$ cat src/rtl/sar_turbo_pkg.sv
package sar_turbo_pkg;

   // Sequencer phases for one convert/read period.
   typedef enum logic [2:0] {
      ST_IDLE   = 3'd0,
      ST_CONV   = 3'd1,
      ST_SHIFT  = 3'd2,
      ST_QUIET2 = 3'd3,
      ST_HOLD   = 3'd4
   } seq_state_t;

endpackage

$ cat src/rtl/sar_sck_gen.sv
// Gated serial clock: divide-by-2h counter, idles low while disabled.
// rise_stb / fall_stb flag the clock edge at which sck will toggle.
module sar_sck_gen #(
   parameter int DIV_W = 8
) (
   input  logic             clk,
   input  logic             rst_n,
   input  logic             en,
   input  logic [DIV_W-1:0] half,
   output logic             sck,
   output logic             rise_stb,
   output logic             fall_stb
);

   logic [DIV_W-1:0] ph;
   logic [DIV_W-1:0] half_e;
   logic             wrap;

   assign half_e   = (half == '0) ? DIV_W'(1) : half;
   assign wrap     = en && (ph == half_e - DIV_W'(1));
   assign rise_stb = wrap && !sck;
   assign fall_stb = wrap && sck;

   always_ff @(posedge clk) begin
      if (!rst_n) begin
         ph  <= '0;
         sck <= 1'b0;
      end else if (!en) begin
         ph  <= '0;
         sck <= 1'b0;
      end else if (wrap) begin
         ph  <= '0;
         sck <= ~sck;
      end else begin
         ph  <= ph + DIV_W'(1);
      end
   end

endmodule

$ cat src/rtl/sar_capture.sv
// Shift-in of one result word. The sampling edge is chosen at elaboration.
module sar_capture #(
   parameter int DATA_W         = 18,
   parameter bit SAMPLE_ON_FALL = 1'b1
) (
   input  logic              clk,
   input  logic              rst_n,
   input  logic              clear,
   input  logic              rise_stb,
   input  logic              fall_stb,
   input  logic              sdo,
   output logic [DATA_W-1:0] word,
   output logic              valid
);

   localparam int BCW = $clog2(DATA_W + 1);

   logic              cap;
   logic              unused_stb;
   logic [DATA_W-2:0] shreg;
   logic [BCW-1:0]    bit_cnt;
   logic              primed;

   generate
      if (SAMPLE_ON_FALL) begin : g_fall
         assign cap        = fall_stb;
         assign unused_stb = rise_stb;
      end else begin : g_rise
         assign cap        = rise_stb;
         assign unused_stb = fall_stb;
      end
   endgenerate

   always_ff @(posedge clk) begin
      if (!rst_n) begin
         shreg   <= '0;
         bit_cnt <= '0;
         primed  <= 1'b0;
         word    <= '0;
         valid   <= 1'b0;
      end else begin
         valid <= 1'b0;
         if (clear) begin
            bit_cnt <= '0;
         end else if (cap && (bit_cnt < BCW'(DATA_W))) begin
            shreg   <= {shreg[DATA_W-3:0], sdo};
            bit_cnt <= bit_cnt + BCW'(1);
            if (bit_cnt == BCW'(DATA_W - 1)) begin
               word   <= {shreg, sdo};
               // the first word after reset belongs to no conversion of ours
               valid  <= primed;
               primed <= 1'b1;
            end
         end
      end
   end

endmodule

$ cat src/rtl/sar_turbo_seq.sv
// Convert/read sequencer: CONV (quiet 1) -> SHIFT -> QUIET2 -> HOLD (cycle budget).
module sar_turbo_seq
   import sar_turbo_pkg::*;
#(
   parameter int DATA_W = 18,
   parameter int CNT_W  = 16
) (
   input  logic             clk,
   input  logic             rst_n,
   input  logic             start,
   input  logic             run,
   input  logic [CNT_W-1:0] quiet1,
   input  logic [CNT_W-1:0] quiet2,
   input  logic [CNT_W-1:0] cycle,
   input  logic             fall_stb,
   output logic             cnv,
   output logic             shift_en
);

   localparam int BCW = $clog2(DATA_W + 1);

   seq_state_t       st;
   logic [CNT_W-1:0] q_cnt;
   logic [CNT_W-1:0] cyc_cnt;
   logic [CNT_W-1:0] q1_e;
   logic [CNT_W-1:0] q2_e;
   logic [CNT_W-1:0] cyc_lim;
   logic [BCW-1:0]   f_cnt;

   assign q1_e     = (quiet1 == '0) ? CNT_W'(1) : quiet1;
   assign q2_e     = (quiet2 == '0) ? CNT_W'(1) : quiet2;
   assign cyc_lim  = (cycle == '0) ? '0 : cycle - CNT_W'(1);
   assign shift_en = (st == ST_SHIFT);

   always_ff @(posedge clk) begin
      if (!rst_n) begin
         st      <= ST_IDLE;
         cnv     <= 1'b0;
         q_cnt   <= '0;
         cyc_cnt <= '0;
         f_cnt   <= '0;
      end else begin
         if (cyc_cnt != '1) cyc_cnt <= cyc_cnt + CNT_W'(1);
         case (st)
            ST_IDLE: begin
               if (start || run) begin
                  st      <= ST_CONV;
                  cnv     <= 1'b1;
                  q_cnt   <= '0;
                  cyc_cnt <= '0;
               end
            end
            ST_CONV: begin
               if (q_cnt == q1_e - CNT_W'(1)) begin
                  st    <= ST_SHIFT;
                  cnv   <= 1'b0;
                  f_cnt <= '0;
               end else begin
                  q_cnt <= q_cnt + CNT_W'(1);
               end
            end
            ST_SHIFT: begin
               if (fall_stb) begin
                  if (f_cnt == BCW'(DATA_W - 1)) begin
                     st    <= ST_QUIET2;
                     q_cnt <= '0;
                  end else begin
                     f_cnt <= f_cnt + BCW'(1);
                  end
               end
            end
            ST_QUIET2: begin
               if (q_cnt == q2_e - CNT_W'(1)) st <= ST_HOLD;
               else                           q_cnt <= q_cnt + CNT_W'(1);
            end
            ST_HOLD: begin
               if (cyc_cnt >= cyc_lim) begin
                  if (run) begin
                     st      <= ST_CONV;
                     cnv     <= 1'b1;
                     q_cnt   <= '0;
                     cyc_cnt <= '0;
                  end else begin
                     st <= ST_IDLE;
                  end
               end
            end
            default: st <= ST_IDLE;
         endcase
      end
   end

   // no convert edge is issued from idle without a request
   a_r9_idle_needs_request: assert property (@(posedge clk) disable iff (!rst_n)
      ((st == ST_IDLE) && !start && !run) |=> !cnv);

endmodule

$ cat src/rtl/sar_turbo_reader.sv
module sar_turbo_reader #(
   parameter int DATA_W         = 18,
   parameter int CNT_W          = 16,
   parameter int DIV_W          = 8,
   parameter int SCNT_W         = 16,
   parameter bit SAMPLE_ON_FALL = 1'b1
) (
   input  logic              clk,
   input  logic              rst_n,
   input  logic              start,
   input  logic              run,
   input  logic [CNT_W-1:0]  cfg_quiet1,
   input  logic [CNT_W-1:0]  cfg_quiet2,
   input  logic [CNT_W-1:0]  cfg_cycle,
   input  logic [DIV_W-1:0]  cfg_sck_half,
   input  logic              adc_sdo,
   output logic              adc_cnv,
   output logic              adc_sck,
   output logic              adc_sdi,
   output logic [DATA_W-1:0] rd_data,
   output logic              rd_valid,
   output logic [SCNT_W-1:0] rd_count
);

   localparam int BCW = $clog2(DATA_W + 1);

   generate
      if (DATA_W < 4)  begin : g_bad_data  $error("DATA_W must be at least 4");  end
      if (CNT_W < 2)   begin : g_bad_cnt   $error("CNT_W must be at least 2");   end
      if (DIV_W < 1)   begin : g_bad_div   $error("DIV_W must be at least 1");   end
      if (SCNT_W < 1)  begin : g_bad_scnt  $error("SCNT_W must be at least 1");  end
   endgenerate

   logic shift_en;
   logic rise_stb;
   logic fall_stb;

   assign adc_sdi = 1'b1;

   sar_turbo_seq #(.DATA_W(DATA_W), .CNT_W(CNT_W)) u_seq (
      .clk      (clk),
      .rst_n    (rst_n),
      .start    (start),
      .run      (run),
      .quiet1   (cfg_quiet1),
      .quiet2   (cfg_quiet2),
      .cycle    (cfg_cycle),
      .fall_stb (fall_stb),
      .cnv      (adc_cnv),
      .shift_en (shift_en)
   );

   sar_sck_gen #(.DIV_W(DIV_W)) u_sck (
      .clk      (clk),
      .rst_n    (rst_n),
      .en       (shift_en),
      .half     (cfg_sck_half),
      .sck      (adc_sck),
      .rise_stb (rise_stb),
      .fall_stb (fall_stb)
   );

   sar_capture #(.DATA_W(DATA_W), .SAMPLE_ON_FALL(SAMPLE_ON_FALL)) u_cap (
      .clk      (clk),
      .rst_n    (rst_n),
      .clear    (adc_cnv),
      .rise_stb (rise_stb),
      .fall_stb (fall_stb),
      .sdo      (adc_sdo),
      .word     (rd_data),
      .valid    (rd_valid)
   );

   always_ff @(posedge clk) begin
      if (!rst_n)        rd_count <= '0;
      else if (rd_valid) rd_count <= rd_count + SCNT_W'(1);
   end

   // ---------------- checker state (observes the pins only) ----------------
   logic             cnv_d, sck_d, read_seen;
   logic [CNT_W-1:0] hi_cnt;
   logic [CNT_W:0]   gap_cnt;
   logic [BCW-1:0]   pin_falls;
   logic [CNT_W-1:0] chk_q1;
   logic [CNT_W:0]   chk_q2;

   assign chk_q1 = (cfg_quiet1 == '0) ? CNT_W'(1) : cfg_quiet1;
   assign chk_q2 = {1'b0, ((cfg_quiet2 == '0) ? CNT_W'(1) : cfg_quiet2)} + (CNT_W+1)'(1);

   always_ff @(posedge clk) begin
      if (!rst_n) begin
         cnv_d     <= 1'b0;
         sck_d     <= 1'b0;
         read_seen <= 1'b0;
         hi_cnt    <= '0;
         gap_cnt   <= '1;
         pin_falls <= '0;
      end else begin
         cnv_d <= adc_cnv;
         sck_d <= adc_sck;
         if (cnv_d && !adc_cnv) read_seen <= 1'b1;
         if (!adc_cnv)            hi_cnt <= '0;
         else if (hi_cnt != '1)   hi_cnt <= hi_cnt + CNT_W'(1);
         if (sck_d && !adc_sck)   gap_cnt <= (CNT_W+1)'(1);
         else if (gap_cnt != '1)  gap_cnt <= gap_cnt + (CNT_W+1)'(1);
         if (adc_cnv)                 pin_falls <= '0;
         else if (sck_d && !adc_sck)  pin_falls <= pin_falls + BCW'(1);
      end
   end

   a_r3_sck_low_while_cnv: assert property (@(posedge clk) disable iff (!rst_n)
      adc_cnv |-> !adc_sck);

   a_r2_quiet1_length: assert property (@(posedge clk) disable iff (!rst_n)
      $fell(adc_cnv) |-> (hi_cnt == chk_q1));

   a_r5_quiet2_gap: assert property (@(posedge clk) disable iff (!rst_n)
      $rose(adc_cnv) |-> (gap_cnt >= chk_q2));

   a_r3_full_word: assert property (@(posedge clk) disable iff (!rst_n)
      ($rose(adc_cnv) && read_seen) |-> (pin_falls == BCW'(DATA_W)));

   a_r7_valid_single: assert property (@(posedge clk) disable iff (!rst_n)
      rd_valid |=> !rd_valid);

   a_r8_count_step: assert property (@(posedge clk) disable iff (!rst_n)
      rd_valid |=> (rd_count == $past(rd_count) + SCNT_W'(1)));

endmodule

$ cat config.mk
export PLATFORM = sky130hd
export DESIGN_NAME = sar_turbo_reader
export DESIGN_NICKNAME = d
export VERILOG_FILES = /design/src/rtl/sar_turbo_pkg.sv /design/src/rtl/sar_sck_gen.sv /design/src/rtl/sar_capture.sv /design/src/rtl/sar_turbo_seq.sv /design/src/rtl/sar_turbo_reader.sv
export SDC_FILE = /design/constraint.sdc
export NUM_CORES = 1
export LEC_CHECK = 0
export BUFFER_PORTS_ARGS = -buffer_cell sky130_fd_sc_hd__buf_2
export CAP_MARGIN = 20
export CORE_ASPECT_RATIO = 1.25
export CORE_MARGIN = 4
export CORE_UTILIZATION = 45
export CTS_BUF_LIST = sky130_fd_sc_hd__clkbuf_4
export CTS_CLUSTER_DIAMETER = 30
export DETAILED_ROUTE_END_ITERATION = 10
export MAX_ROUTING_LAYER = met4
export SETUP_SLACK_MARGIN = 0.4
export SKIP_LAST_GASP = 1
export SLEW_MARGIN = 30
export SYNTH_ARGS = -nofsm -noshare
export SYNTH_HDL_FRONTEND = slang
export SYNTH_HIERARCHICAL = 1
export SYNTH_SLANG_ARGS = --single-unit
$ cat constraint.sdc
create_clock -name clk -period 7.95 [get_ports clk]
set_input_delay 0.3975 -clock clk [delete_from_list [all_inputs] [get_ports clk]]
set_output_delay 0.3975 -clock clk [all_outputs]
set_load 0.005 [all_outputs]
==> impl_metrics.ini, run 1 <==
[detailed_routing]
drc = 0
ant_nets = 0
drt-initial-drc-count = 343
routedWlPerCell_um = 14.0
num_vias = 6200
drt_wl_total_um = 16000
dr.pass1.iters = 6
via_per_inst = 5.44

[placed_design]
gp_congestion = 0.853
dp_hpwl_um = 12100
io_buffers = 97

[clocking]
path_clk_slew_ps = 170
cts_tree = yes
cts_num_sinks = 108
insertion_delay_ps = 480
cts_setup_buffers = 0
cts_root_buf = clkbuf_4
cts_max_level = 3
cts_max_path_buffers = 2
cts_made_buffers = 9
cts_resized = 0
postCtsHoldBufs = 0

[timing]
setup_viol = 0
tns_ps = 0
hold_viol = 0
final.min_clock_period_ps = 4320
worst_pin_slew_ps = 953
hold_ws_ps = 155
drv_slew = 0
rsz0062_at_grt = no
fmax_mhz = 231
relSlewSlack_pct = 35.9
finalClockSkew_ps = 13.9
period_share_pct = 54.4

[critical_path]
startpoint_type = input port
path_cells = buf_2 > or4_1 > nor4_1 > nand3_1 > o21ai_0 > ha_1 > a2111oi_0 > o21ai_0 > a2111oi_0 > o21ai_0 > o21a_1 > nand2_1 > nand2_1 > a21oi_1
required_ps = 8350
critPathCaptureType = flip-flop
critPathBufInv = 1
cpPeakStageDelay_ps = 590
cp_top_family = compound AO/OA/AOI/OAI gates
crit_slowest_cell = or4_1
cpMostUsedCell = o21ai_0
cp_max_fo = 16
critPathArrivalTime_ps = 4720
crit_type = input port to flip-flop

[global_routing]
grt_max_degree = 70
grt_pass1_wl_um = 27400
antenna_found_initial = 1
track_usage_pct = 18.6
grt_overflow = 0
grt_pass1_vias = 5857

[power]
vdd_drop_max_mv = 0.0614
power_frac_comb_pct = 11.6
p_sw_share_pct = 27.3
clkPwrFrac_pct = 30.4
p_leak_nw = 2.90
p_per_area_mw_per_mm2 = 122
seqPwrFrac_pct = 57.9
switching_power_uw = 259
power.internal_uw = 689

[die]
fp.dieArea_mm2 = 0.0179
core_mm2 = 0.0156
num_rows = 51
die_x_um = 121
ios = 99
fp.dieH_um = 149
initial_core_util_pct = 45.8

[logic_synthesis]
synth.avg_cell_area_um2 = 8.39
netlist_area_mm2 = 0.00713
yosysWarnings = 6
syn_inst = 850
syn-num-nets = 940

[worst_hold_path]
hold_class = input port to flip-flop

[status]
status = complete, no violations

[flow_run]
cap_violations = 0

[cells_and_area]
synthToLayoutAreaGrowth_pct = 8.54
nets = 1012
drive_above_1_share_pct = 17.4
worst min-delay path, delay by kind of cell:
family                 cells  cell delay, ps
buffers and inverters      1             110
multiplexers               1              60
AND/OR/NAND/NOR            1              50
power groups by stage:
stage | combinational (mW) | sequential [mW] | clock, mW
global route | 0.124 | 0.550 | 0.321
floorplan | 0.0693 | 0.558 | 0
global placement | 0.111 | 0.560 | 0
finish | 0.110 | 0.549 | 0.288
CTS | 0.111 | 0.549 | 0.302
detailed placement | 0.110 | 0.561 | 0
sequential cells by signal (all words and copies together) (netlist names):
name and cells:
u_cap/word 18, u_cap/shreg 17, rd_count 16, u_seq/cyc_cnt 16
u_seq/q_cnt 16, u_sck/ph 8, u_cap/bit_cnt 5, u_seq/f_cnt 5
u_seq/st 3, u_cap/primed 1, u_cap/valid 1, u_sck/sck 1
u_seq/cnv 1
worst paths after layout:
check,startpoint,end,slack (ps),cells past startpoint
worst max-delay path,cfg_cycle[9],u_seq/q_cnt[5],3630,14
worst min-delay path,adc_sdo,u_cap/word[0],150,3
worst max register to register,u_seq/st[1],u_seq/q_cnt[14],4000,13
worst min register to register,u_cap/word[17],u_cap/word[17],460,2
final cells by class:
cell class                 instances  area, um2
antenna                            1       2.50
clock buffer                       9       67.6
clock inverter                     7       75.1
fill                            1615       7830
inverter                          19       71.3
multi-input combinational        682       4580
sequential                       108       2160
tap                              212        265
timing repair buffer             102        523
cells in the final DEF (no fill, tap or decap), types with 6 or more instances in the layout:
| cell | n |
|---|---|
| nor3b_1 | 6 |
| ha_1 | 29 |
| and3_1 | 11 |
| mux2i_1 | 27 |
| nand3_1 | 47 |
| buf_2 | 97 |
| dfxtp_1 | 108 |
| a31oi_1 | 9 |
| or3_1 | 18 |
| nand2b_1 | 18 |
| xnor2_1 | 43 |
| clkbuf_4 | 9 |
| nand4_1 | 20 |
| xor2_1 | 49 |
| nand2_1 | 99 |
| inv_1 | 19 |
| nor2_1 | 66 |
| a21oi_1 | 33 |
| nor3_1 | 31 |
| a21boi_0 | 18 |
| o21ai_1 | 9 |
| nor4_1 | 14 |
| o21ai_0 | 30 |
routing by layer:
layer	track usage, %	up-vias	wire length [um]
met3	2.47	20	588
met4	7.43	0	349
li1	-	3192	-
met5	-	-	0
met2	31.2	115	7850
met1	22.7	2873	7200
per-stage QoR:
step | instances | total power [mW] | setup WS, ps | area, um2 | util (%)
after floorplan | 850 | 0.627 | 4120 | 7130 | -
after global placement | 1123 | 0.671 | 3320 | 7600 | 48.8
after detailed placement | 1123 | 0.671 | 3150 | 7600 | 48.8
after CTS | 1139 | 0.962 | 3650 | 7740 | 49.7
after global routing | 1140 | 0.996 | 3140 | 7740 | 49.7
final | 1140 | 0.948 | 3630 | 7740 | 49.7
No activity file was read; power rests on OpenSTA's default activity.
==> inputs of run 2 (changes only) <==
--- a/config.mk
+++ b/config.mk
@@ -14,6 +14,7 @@
 export CTS_CLUSTER_DIAMETER = 30
 export DETAILED_ROUTE_END_ITERATION = 10
 export MAX_ROUTING_LAYER = met4
+export PLACE_DENSITY = 0.67
 export SETUP_SLACK_MARGIN = 0.4
 export SKIP_LAST_GASP = 1
 export SLEW_MARGIN = 30
==> constraint.sdc (replaced) <==
create_clock -name clk -period 3.5 [get_ports clk]
set_input_delay 0.175 -clock clk [delete_from_list [all_inputs] [get_ports clk]]
set_output_delay 0.175 -clock clk [all_outputs]
set_load 0.005 [all_outputs]
==> run 2 against run 1 <==
Die area did not move. Register-to-register slack worse by 3300 ps. Clock power rose by 110%. Sequential cell count did not move. Sequential share of layout area is 1.8 points lower. Design area up 7.2%. Global-route usage decreased by 1.1 points. Clock skew is 6.4 ps higher.
==> impl_metrics.ini, run 2 (synthesized netlist as in run 1, its figures left out) <==
[critical_path]
critPathArrivalTime_ps = 3440
startpoint_type = input port
r2r_setup_slack_ps = 660
cp_top_family = simple AND/OR/NAND/NOR gates
path_cells = buf_2 > or4_4 > nor3_4 > and3_4 > nor2_1 > ha_1 > or3b_4 > nor4_4 > xor2_1 > o221a_2 > a2111oi_4 > nand3b_4 > nand4_4 > buf_4 > o21ai_1 > a21oi_1
crit_slowest_cell = or4_4
required_ps = 3880
critPathCaptureType = flip-flop
cpPeakStageDelay_ps = 550
critPathBufInv = 2
cp_max_fo = 7
crit_type = input port to flip-flop

[die]
fp.dieH_um = 149
core_mm2 = 0.0156
fp.dieArea_mm2 = 0.0179
ios = 99
initial_core_util_pct = 45.8
num_rows = 51
die_x_um = 121

[timing]
fmax_mhz = 327
rsz0062_at_grt = no
setup_viol = 0
finalClockSkew_ps = 20.4
hold_viol = 0
relSlewSlack_pct = 56.6
worst_pin_slew_ps = 651
drv_slew = 0
period_share_pct = 87.4
fin_ws_ps = 439
hold_ws_ps = 219
final.min_clock_period_ps = 3060

[cells_and_area]
nFillCells = 1549
largest_register_ffs = 18
synthToLayoutAreaGrowth_pct = 16.3
postLayoutCoreUtil_pct = 53.3
mostFrequentLayoutCell = dfxtp_1
drive_above_1_share_pct = 24.1
regMostFlops = u_cap/word
nets = 1056
largestRegisters = u_cap/word x18, u_cap/shreg x17
layout_common_cells = 106 x dfxtp_1, 97 x nand2_1, 96 x buf_2
finalNonFillerCells = 1184

[placed_design]
dp_slack_ps = -125
io_buffers = 97
placed_cells = 1156
gp_congestion = 0.871
dp_hpwl_um = 12000

[clocking]
cts_max_path_buffers = 2
cts_num_sinks = 108
cts_max_level = 3
cts_root_buf = clkbuf_4
insertion_delay_ps = 450
cts_made_buffers = 9
path_clk_slew_ps = 160
cts_tree = yes

[global_routing]
track_usage_pct = 17.5
grt_max_degree = 39
antenna_found_initial = 1
grt_pass1_vias = 5800
grt_overflow = 0
grt_pass1_wl_um = 26100

[detailed_routing]
drt-initial-drc-count = 403
num_vias = 6339
dr.pass1.iters = 4
routedWlPerCell_um = 13.3
drc = 0
drt_wl_total_um = 15800
ant_nets = 0
via_per_inst = 5.35

[power]
p_per_area_mw_per_mm2 = 256
power_frac_comb_pct = 13.4
switching_power_uw = 608
vdd_drop_max_mv = 0.135
clkPwrFrac_pct = 27.9
p_leak_nw = 3.14
seqPwrFrac_pct = 58.7
power.internal_mw = 1.52
p_sw_share_pct = 28.6

[flow_run]
cap_violations = 0

[status]
status = complete, no violations

[worst_hold_path]
hold_class = input port to flip-flop
## run 2: final timing paths
path	startpoint	to	depth (start not counted)
worst max register to register	u_sck/ph[3]	u_seq/q_cnt[14]	13
worst min register to register	u_cap/word[0]	u_cap/word[0]	2
worst max-delay path	cfg_quiet2[4]	u_seq/q_cnt[11]	16
worst min-delay path	run	u_seq/cnv	5
## run 2: cell type report
cell class | count | area, um2 | share of cell area (%)
multi-input combinational | 683 | 4810 | 58.0
timing repair buffer | 145 | 855 | 10.3
sequential | 108 | 2170 | 26.1
inverter | 19 | 71.3 | 0.859
clock inverter | 7 | 57.6 | 0.694
antenna | 1 | 2.50 | 0.0302
clock buffer | 9 | 67.6 | 0.814
tap | 212 | 265 | 3.20
## run 2: through the flow
| step | setup TNS (ps) | cell area (um2) | power [mW] |
|---|---|---|---|
| after global placement | -848 | 7970 | 1.54 |
| final | 0 | 8300 | 2.12 |
| after global routing | 0 | 8300 | 2.22 |
| after CTS | 0 | 8120 | 2.14 |
| after detailed placement | -2100 | 7970 | 1.55 |
| after floorplan | 0 | 7290 | 1.43 |
## run 2: repair_timing
item,4_1_cts,5_1_grt
pin swaps,2,13
cloned,0,1
gates resized for setup,1,26
hold endpoints to repair,2,0
endpoints found under the setup margin,10,32
setup buffers,2,7
hold buffers,1,0
## run 2: power groups by stage
stage	clock [mW]	sequential [mW]	combinational, mW
floorplan	0	1.27	0.167
global placement	0	1.27	0.271
detailed placement	0	1.27	0.273
CTS	0.616	1.25	0.276
global route	0.656	1.25	0.318
finish	0.592	1.25	0.284
## run 2: worst register-to-register path: stages (launching register included)
cell,delay (ps)
dfxtp_1,450
xor2_1,200
xnor2_1,150
o2111ai_2,150
nor4_2,340
and2_1,200
nand2_1,60
nor2_1,100
nor2_1,50
nor2_1,110
o21a_2,240
nand4_4,160
or4_4,450
a21oi_2,130
## run 2: layer usage
metal  GRT usage, %  part of all wire, %
met5              -                    0
met4           4.93                  1.2
met3           2.39                  3.6
met2           30.3                   50
met1           21.4                   45
